File: src/rtl/interval_timer_pkg.sv
package interval_timer_pkg;
  localparam int ENABLE_BIT = 24;
  localparam int IRQEN_BIT  = 25;
  localparam int WRAP_LSB   = 20;

  typedef enum logic [1:0] {
    REG_MODE   = 2'd0,
    REG_STATUS = 2'd1,
    REG_VALUE  = 2'd2,
    REG_IMAGE  = 2'd3
  } reg_sel_e;

  typedef struct packed {
    logic advance;
    logic wrap;
    logic ack;
  } strobe_t;
endpackage

File: src/rtl/interval_timer_ctrl.sv
module interval_timer_ctrl
  import interval_timer_pkg::*;
#(
  parameter int PRESCALE = 16,
  parameter int PERIOD_W = 20,
  parameter int WRAP_W   = 12
) (
  input  logic                clk,
  input  logic                rstN,
  input  logic                busWr,
  input  logic                busRd,
  input  logic [3:0]          busAddr,
  input  logic [31:0]         busWdata,
  input  logic [PERIOD_W-1:0] curVal,
  input  logic [WRAP_W-1:0]   wrapCnt,
  input  logic                status,
  output logic [31:0]         busRdata,
  output logic                irq,
  output logic                enable,
  output strobe_t             stb
);
  localparam int PRESC_W = (PRESCALE > 1) ? $clog2(PRESCALE) : 1;
  localparam logic [PRESC_W-1:0] PRESC_LAST = PRESC_W'(PRESCALE - 1);

  logic [PRESC_W-1:0]  presc;
  logic                tick;
  logic [PERIOD_W-1:0] period;
  logic                irqEn;
  reg_sel_e            regSel;
  logic                running;
  logic                unusedBits;

  assign regSel     = reg_sel_e'(busAddr[3:2]);
  assign unusedBits = ^{busAddr[1:0], busWdata};

  // Free-running prescaler
  assign tick = (presc == PRESC_LAST);
  always_ff @(posedge clk or negedge rstN) begin
    if (!rstN)     presc <= '0;
    else if (tick) presc <= '0;
    else           presc <= presc + 1'b1;
  end

  // Mode register
  always_ff @(posedge clk or negedge rstN) begin
    if (!rstN) begin
      period <= '0;
      enable <= 1'b0;
      irqEn  <= 1'b0;
    end else if (busWr && regSel == REG_MODE) begin
      period <= busWdata[PERIOD_W-1:0];
      enable <= busWdata[ENABLE_BIT];
      irqEn  <= busWdata[IRQEN_BIT];
    end
  end

  // Strobes towards the datapath
  assign running     = enable || (curVal != '0);
  assign stb.advance = tick && running;
  assign stb.wrap    = stb.advance && (curVal >= period);
  assign stb.ack     = busRd && (regSel == REG_VALUE);

  assign irq = irqEn && status;

  // Read mux
  always_comb begin
    busRdata = '0;
    unique case (regSel)
      REG_MODE: begin
        busRdata[PERIOD_W-1:0] = period;
        busRdata[ENABLE_BIT]   = enable;
        busRdata[IRQEN_BIT]    = irqEn;
      end
      REG_STATUS: busRdata[0] = status;
      default: begin
        busRdata[WRAP_LSB +: WRAP_W] = wrapCnt;
        busRdata[PERIOD_W-1:0]       = curVal;
      end
    endcase
  end

  // a mode write lands in the enable state on the next cycle
  p_mode_write_r2: assert property (@(posedge clk) disable iff (!rstN)
    (busWr && busAddr[3:2] == 2'd0) |=> (enable == $past(busWdata[ENABLE_BIT])));

  // ticks are never on two consecutive cycles when the prescale exceeds one
  p_tick_spacing_r3: assert property (@(posedge clk) disable iff (!rstN)
    (PRESCALE > 1 && stb.advance) |=> !stb.advance);
endmodule

File: src/rtl/interval_timer_dpath.sv
module interval_timer_dpath
  import interval_timer_pkg::*;
#(
  parameter int PERIOD_W = 20,
  parameter int WRAP_W   = 12
) (
  input  logic                clk,
  input  logic                rstN,
  input  strobe_t             stb,
  input  logic                enable,
  output logic [PERIOD_W-1:0] curVal,
  output logic [WRAP_W-1:0]   wrapCnt,
  output logic                status
);
  always_ff @(posedge clk or negedge rstN) begin
    if (!rstN)             curVal <= '0;
    else if (stb.wrap)     curVal <= '0;
    else if (stb.advance)  curVal <= curVal + 1'b1;
  end

  always_ff @(posedge clk or negedge rstN) begin
    if (!rstN) begin
      wrapCnt <= '0;
      status  <= 1'b0;
    end else begin
      unique case ({stb.ack, stb.wrap})
        2'b11: begin wrapCnt <= WRAP_W'(1);      status <= 1'b1; end
        2'b10: begin wrapCnt <= '0;              status <= 1'b0; end
        2'b01: begin wrapCnt <= wrapCnt + 1'b1;  status <= 1'b1; end
        default: ;
      endcase
    end
  end

  p_hold_no_tick_r3: assert property (@(posedge clk) disable iff (!rstN)
    !stb.advance |=> $stable(curVal));

  p_wrap_sets_status_r4: assert property (@(posedge clk) disable iff (!rstN)
    stb.wrap |=> (status && curVal == '0));

  p_ack_clears_r5: assert property (@(posedge clk) disable iff (!rstN)
    (stb.ack && !stb.wrap) |=> (wrapCnt == '0 && !status));

  p_ack_meets_wrap_r7: assert property (@(posedge clk) disable iff (!rstN)
    (stb.ack && stb.wrap) |=> (wrapCnt == WRAP_W'(1) && status));

  p_rest_at_zero_r8: assert property (@(posedge clk) disable iff (!rstN)
    (!enable && curVal == '0) |=> (curVal == '0));
endmodule

File: src/rtl/interval_timer.sv
module interval_timer
  import interval_timer_pkg::*;
#(
  parameter int PRESCALE = 16,
  parameter int PERIOD_W = 20,
  parameter int WRAP_W   = 12
) (
  input  logic        clk,
  input  logic        rstN,
  input  logic        busWr,
  input  logic        busRd,
  input  logic [3:0]  busAddr,
  input  logic [31:0] busWdata,
  output logic [31:0] busRdata,
  output logic        irq
);
  strobe_t             stb;
  logic                enable;
  logic [PERIOD_W-1:0] curVal;
  logic [WRAP_W-1:0]   wrapCnt;
  logic                status;

  interval_timer_ctrl #(
    .PRESCALE(PRESCALE), .PERIOD_W(PERIOD_W), .WRAP_W(WRAP_W)
  ) u_ctrl (
    .clk(clk), .rstN(rstN), .busWr(busWr), .busRd(busRd),
    .busAddr(busAddr), .busWdata(busWdata), .curVal(curVal),
    .wrapCnt(wrapCnt), .status(status), .busRdata(busRdata),
    .irq(irq), .enable(enable), .stb(stb)
  );

  interval_timer_dpath #(
    .PERIOD_W(PERIOD_W), .WRAP_W(WRAP_W)
  ) u_dpath (
    .clk(clk), .rstN(rstN), .stb(stb), .enable(enable),
    .curVal(curVal), .wrapCnt(wrapCnt), .status(status)
  );
endmodule

File: config.mk
export PLATFORM = sky130hd
export DESIGN_NAME = interval_timer
export DESIGN_NICKNAME = d
export VERILOG_FILES = /design/src/rtl/interval_timer_pkg.sv /design/src/rtl/interval_timer_ctrl.sv /design/src/rtl/interval_timer_dpath.sv /design/src/rtl/interval_timer.sv
export SDC_FILE = /design/constraint.sdc
export NUM_CORES = 1
export LEC_CHECK = 0
export BUFFER_PORTS_ARGS = -buffer_cell sky130_fd_sc_hd__buf_2
export CAP_MARGIN = 30
export CORE_MARGIN = 8
export CORE_UTILIZATION = 40
export DETAILED_ROUTE_END_ITERATION = 8
export PLACE_DENSITY = 0.69
export SKIP_CTS_REPAIR_TIMING = 1
export SLEW_MARGIN = 20
export SYNTH_ARGS = -nofsm -noshare
export SYNTH_HDL_FRONTEND = slang
export SYNTH_SLANG_ARGS = --single-unit
export TNS_END_PERCENT = 10
File: constraint.sdc
create_clock -name clk -period 3.28 [get_ports clk]
set_clock_uncertainty 0.15 [all_clocks]
set_input_delay 0.492 -clock clk [delete_from_list [all_inputs] [get_ports clk]]
set_output_delay 0.492 -clock clk [all_outputs]
set_load 0.01 [all_outputs]
* Yosys cells after proc, flatten, opt, wreduce, memory -nomap -nowiden
Cells that the tools add are included.
** Storage, ports and cells
- Flip-flop bits (word level) :: 59
- Bits of input ports :: 40
- Output and inout bits :: 33
- Word-level logic and storage cells :: 40
** Operators by class
- Add/subtract/negate cells :: 3
- Magnitude comparators :: 1
- Equal/unequal tests :: 6
- Muxes and demuxes :: 10
- Reduce and logical (&&, ||, !) cells :: 13
** Operators by type and width (count)
- $mux 20 :: 2
- $pmux 19 s2 :: 1
- $pmux 12 s3 :: 1
- $add 20x1->20 const B :: 1
- $ge 20x20->1 :: 1
- $reduce_bool 20->1 :: 1
- $add 12x1->12 const B :: 1
- $mux 4 :: 2
- $eq 2x2->1 const B :: 3
- $mux 6 :: 1
- $logic_and 1x1->1 :: 5
- $add 4x1->4 const B :: 1
- $eq 2x1->1 const B :: 2
- $eq 4x4->1 const B :: 1
- $pmux 1 s2 :: 2
- $pmux 2 s2 :: 1
- $reduce_bool 2->1 :: 2
- $reduce_or 2->1 :: 2
- $reduce_bool 3->1 :: 1
- $logic_not 2->1 :: 1
- $logic_or 1x1->1 :: 1

* Logic depth before layout (Yosys ltp)
- Depth after elaboration :: 7
- Gate-level depth with buffers :: 15
- Gate-level depth less buffers :: 13

* Hierarchy
From an unflattened synthesis, not the netlist that was laid out.
** Unflattened totals
- Cell total of the unflattened synthesis :: 403
- Area, all modules :: 3603.5 um^2
** Modules (own cells, without submodules)
- interval_timer_ctrl :: times used 1, cells each 215, area an instance 1844.3 um^2, seq. area each 650.6 um^2
- interval_timer_dpath :: times used 1, cells each 188, area an instance 1759.2 um^2, seq. area each 825.8 um^2

* Worst setup path after synthesis
Ideal clock, no wire load.
- Path type :: register to register
- Start point :: reg u_dpath.curVal[9]
- End point :: reg u_dpath.wrapCnt[4]
- Library setup time :: 0.127 ns
- Arrival time :: 2.748 ns
- Data required time :: 3.003 ns
- Setup slack :: 0.255 ns
- Stages on the path, launching flop included :: 15
- Buffers on the path :: 2
- Period minus slack after synthesis :: 3.025 ns
- Cell sequence :: dfrtp_1 -> ha_1 -> a21o_1 -> a221o_1 -> a21oi_1 -> o221ai_2 -> and2_4 -> buf_6 -> inv_1 -> ha_1 -> clkbuf_1 -> nor2_1 -> nand2_1 -> xor2_1 -> nor2_1
** Between the ends
- Cells in the longest elaborated chain, start to end :: 6
- Elaborated cells between the ends (all ways) :: 10
- Those cells by class :: order compare (1); eq/ne (3); mux (1); reduce/logical (5)
** Ends and longest elaborated chain
- start, declared :: line interval_timer_dpath.sv:11 : output logic [PERIOD_W-1:0] curVal,
- start signal, assigned :: line interval_timer_dpath.sv:18 : else if (stb.advance) curVal <= curVal + 1'b1;
- branches (longest 3 deep; another with $ge 20x20->1)
- $logic_and 1x1->1 (*) :: line interval_timer_ctrl.sv:60 : assign stb.wrap = stb.advance && (curVal >= period);
- $eq 2x1->1 or $eq 2x2->1 (tied branches) :: line interval_timer_dpath.sv:26 : unique case ({stb.ack, stb.wrap})
- $pmux 12 s3 or $reduce_bool 3->1 (tied branches)
- end signal, assigned :: line interval_timer_dpath.sv:27 : 2'b11: begin wrapCnt <= WRAP_W'(1); status <= 1'b1; end
- end signal, assigned :: line interval_timer_dpath.sv:28 : 2'b10: begin wrapCnt <= '0; status <= 1'b0; end
- end signal, assigned :: line interval_timer_dpath.sv:29 : 2'b01: begin wrapCnt <= wrapCnt + 1'b1; status <= 1'b1; end
- end, declared :: line interval_timer_dpath.sv:12 : output logic [WRAP_W-1:0] wrapCnt,
Every way passes the cells marked *.
A chain may end at the register's enable or synchronous reset.

* Worst setup path in the final report
- Start point :: reg u_dpath.curVal[19]
- End point :: reg u_dpath.wrapCnt[8]
The elaborated chain is that of the path after synthesis.

==> out/qor.txt <==
Status: finished clean
CP startpoint kind: flip-flop
Layout cell share with drive strength beyond 1: 23.0%
Worst Hold Class: in -> reg
First-pass GRT wire length: 15200 um
CTS tree: yes
Nets: 550
P_leak: 0.00214 uW
Final Instance Area: 4310 um2
# diodes: 0
Initial antenna violation count: 0
DR vias/cell: 5.19
CP bufs+invs: 2
Leading area contributor after synthesis: dfrtp_1
Synth area leaders: dfrtp_1, ha_1, nand2_1
Number of global-route vias before repair: 3153
Synth top area share: 41.2%
DR WL/cell: 14.9 um
Routed vias: 3089
Global route total overflow: 0
Drt drc: 0
Std-Cell Core Area: 8720 um2
Top sig layer: met4
Slew HR: 61.2%
Routed WL: 8870 um
Final Hold Vio Count: 0
Setup WS pre-CTS: 0.215 ns
Data required, critical path: 3.38 ns
WL met2: 4200 um
Worst hold slack: 0.205 ns
Highest clock rate: 335 MHz
Yosys cell types: 44
Synth Flop Type: dfrtp_1
Worst-path clk slew: 0.07 ns
Worst-Margin Slew: 0.581 ns
Layout Utilization: 49.4%
Synthesized cell area: 3580 um2
Max rail drop VDD: 228 uV
Layout area overhead: 20.3%
Initial core utilization: 41.1%
Cts bufs inserted: 9
Worst setup margin: 0.295 ns
Final Cycle Share: 91.0%
CTS root buffer: clkbuf_8
Post-DP HPWL: 6560 um
Max Cap Viol: 0
CTS sink cnt: 59
Post-synth EDFFs: 0
Final count of pins violating max slew: 0
Final Wtd Congestion: 0.843
Die area: 12200 um2
Syn Nets: 476
CP max FO: 9
Flops & latches, synth: 59
Critical path's largest stage delay: 0.43 ns
Endpoints failing setup: 0
Post-synthesis sequential area ratio: 41.2%
Crit path max-delay cell type: dfrtp_1
Largest net degree at the start of global routing: 55
Sum Neg Setup Slack: 0 ns
WP data arrival: 3.08 ns
Post-Syn Instances: 409
Worst skew pair latency: 0.34 ns
Crit path time final: 2.98 ns
Iter 0 DRT Violations: 208
Routed met1 length: 4110 um
Crit Path Category: reg -> reg
Syn Area/Cell: 8.76 um2
DRT antenna net count: 0
GR Util All Layers: 14.7%
# H-tree levels: 3
Cells along the critical path: ha_1 > nand4_2 > nor3_2 > nand4_1 > o221ai_2 > and2_4 > inv_1 > ha_1 > buf_4 > nor2_1 > nand4_1 > o21ai_0
I/O pin count: 73
Die H: 111 um
Routed met3 length: 436 um
Num rows: 34
Die width: 111 um
Top Family by Delay on Critical Path: simple AND/OR/NAND/NOR gates
Port bufs: 60
CP Capture Type: flip-flop
Max Root-Sink Buffers: 2
RSZ-0062 raised after global routing: false
Area after DPL: 4070 um2
Ys Warns: 0
Async SR Flop Fraction: 100%
PD cells: 433 nW/um2
DR pass1 iterations: 5
-- path summary, 6_finish.rpt --
| kind | slack (ns) | start | end | depth (start not counted) |
|---|---|---|---|---|
| worst min register to register | 0.35 | u_ctrl.presc[0] | u_ctrl.presc[0] | 1 |
| worst min-delay path | 0.21 | busWdata[19] | u_ctrl.period[19] | 3 |
| worst max-delay path | 0.30 | u_dpath.curVal[19] | u_dpath.wrapCnt[8] | 12 |
| min in group asynchronous | 0.44 | rstN | u_ctrl.period[18] | 2 |
| max in group asynchronous | 1.63 | rstN | u_ctrl.period[2] | 3 |
| worst max register to register | 0.30 | u_dpath.curVal[19] | u_dpath.wrapCnt[8] | 12 |
-- through the flow --
| stage | instances | power (uW) |
|---|---|---|
| floorplan | 409 | 1060 |
| global placement | 576 | 1180 |
| detailed placement | 576 | 1200 |
| CTS | 591 | 1880 |
| global route | 595 | 1970 |
| finish | 595 | 1870 |
-- synth_stat cells (all sizes together), types with 2 or more instances --
master and count:
nor3 4, o31ai 19, nand3 12, ha 27, xnor2 7, and3 5, nor2b 5, mux2 6
dfrtp 59, a211oi 2, o21ai 39, nand2b 2, a22o 5, clkbuf 12, buf 6, nor2 41
a21o 2, and2 15, nand4 8, nand2 68, a221o 3, nor4 6, a21oi 8, xor2 12
inv 27
-- per-layer routing --
layer	track usage, %	up-vias
met3	4.17	11
met1	17.9	1461
li1	-	1552
met2	24.1	65
met5	0	-
met4	5.77	0
-- cells in the final DEF (no fill, tap or decap), drive strengths merged, types with 2 or more instances in the layout --
cell type	n
a211oi	2
a21o	2
a21oi	8
a221o	3
a22o	5
and2	15
and3	5
buf	80
clkbuf	11
clkinvlp	2
dfrtp	59
ha	27
inv	27
mux2	6
nand2	68
nand2b	2
nand3	12
nand4	8
nor2	41
nor2b	5
nor3	4
nor4	6
o21ai	39
o31ai	19
xnor2	7
xor2	12
-- flip-flops by register name (all words and copies together), names as in the netlist --
| register | cells |
|---|---|
| u_ctrl.period | 20 |
| u_dpath.curVal | 20 |
| u_dpath.wrapCnt | 12 |
| u_ctrl.presc | 4 |
| u_ctrl.enable | 1 |
| u_ctrl.irqEn | 1 |
| u_dpath.status | 1 |
-- final cells by class --
class	instances	area (um2)
Clock buffer	11	151
Clock inverter	4	50.0
Fill cell	835	4410
Inverter	27	101
Multi-Input combinational cell	305	1940
Sequential cell	59	1480
Tap cell	108	135
Timing Repair Buffer	81	460
-- report_power, final --
group,total (uW),switching (uW),internal [uW]
logic,362,219,143
registers,827,37.1,790
clock network,676,289,387
-- worst min-delay path: cells and delay by family --
family                 cells  cell delay, ns
buffers and inverters      1            0.08
AO/OA/AOI/OAI              1            0.05
AND/OR/NAND/NOR            1            0.04
-- cells by family after synthesis --
group,share of synthesized area (%)
compound gates,15.0
xor+xnor,4.64
fa+ha+maj,9.43
buf+inv,5.03
flops,41.2
mux,2.16
simple gates,22.6
No activity file was read; power rests on OpenSTA's default activity.
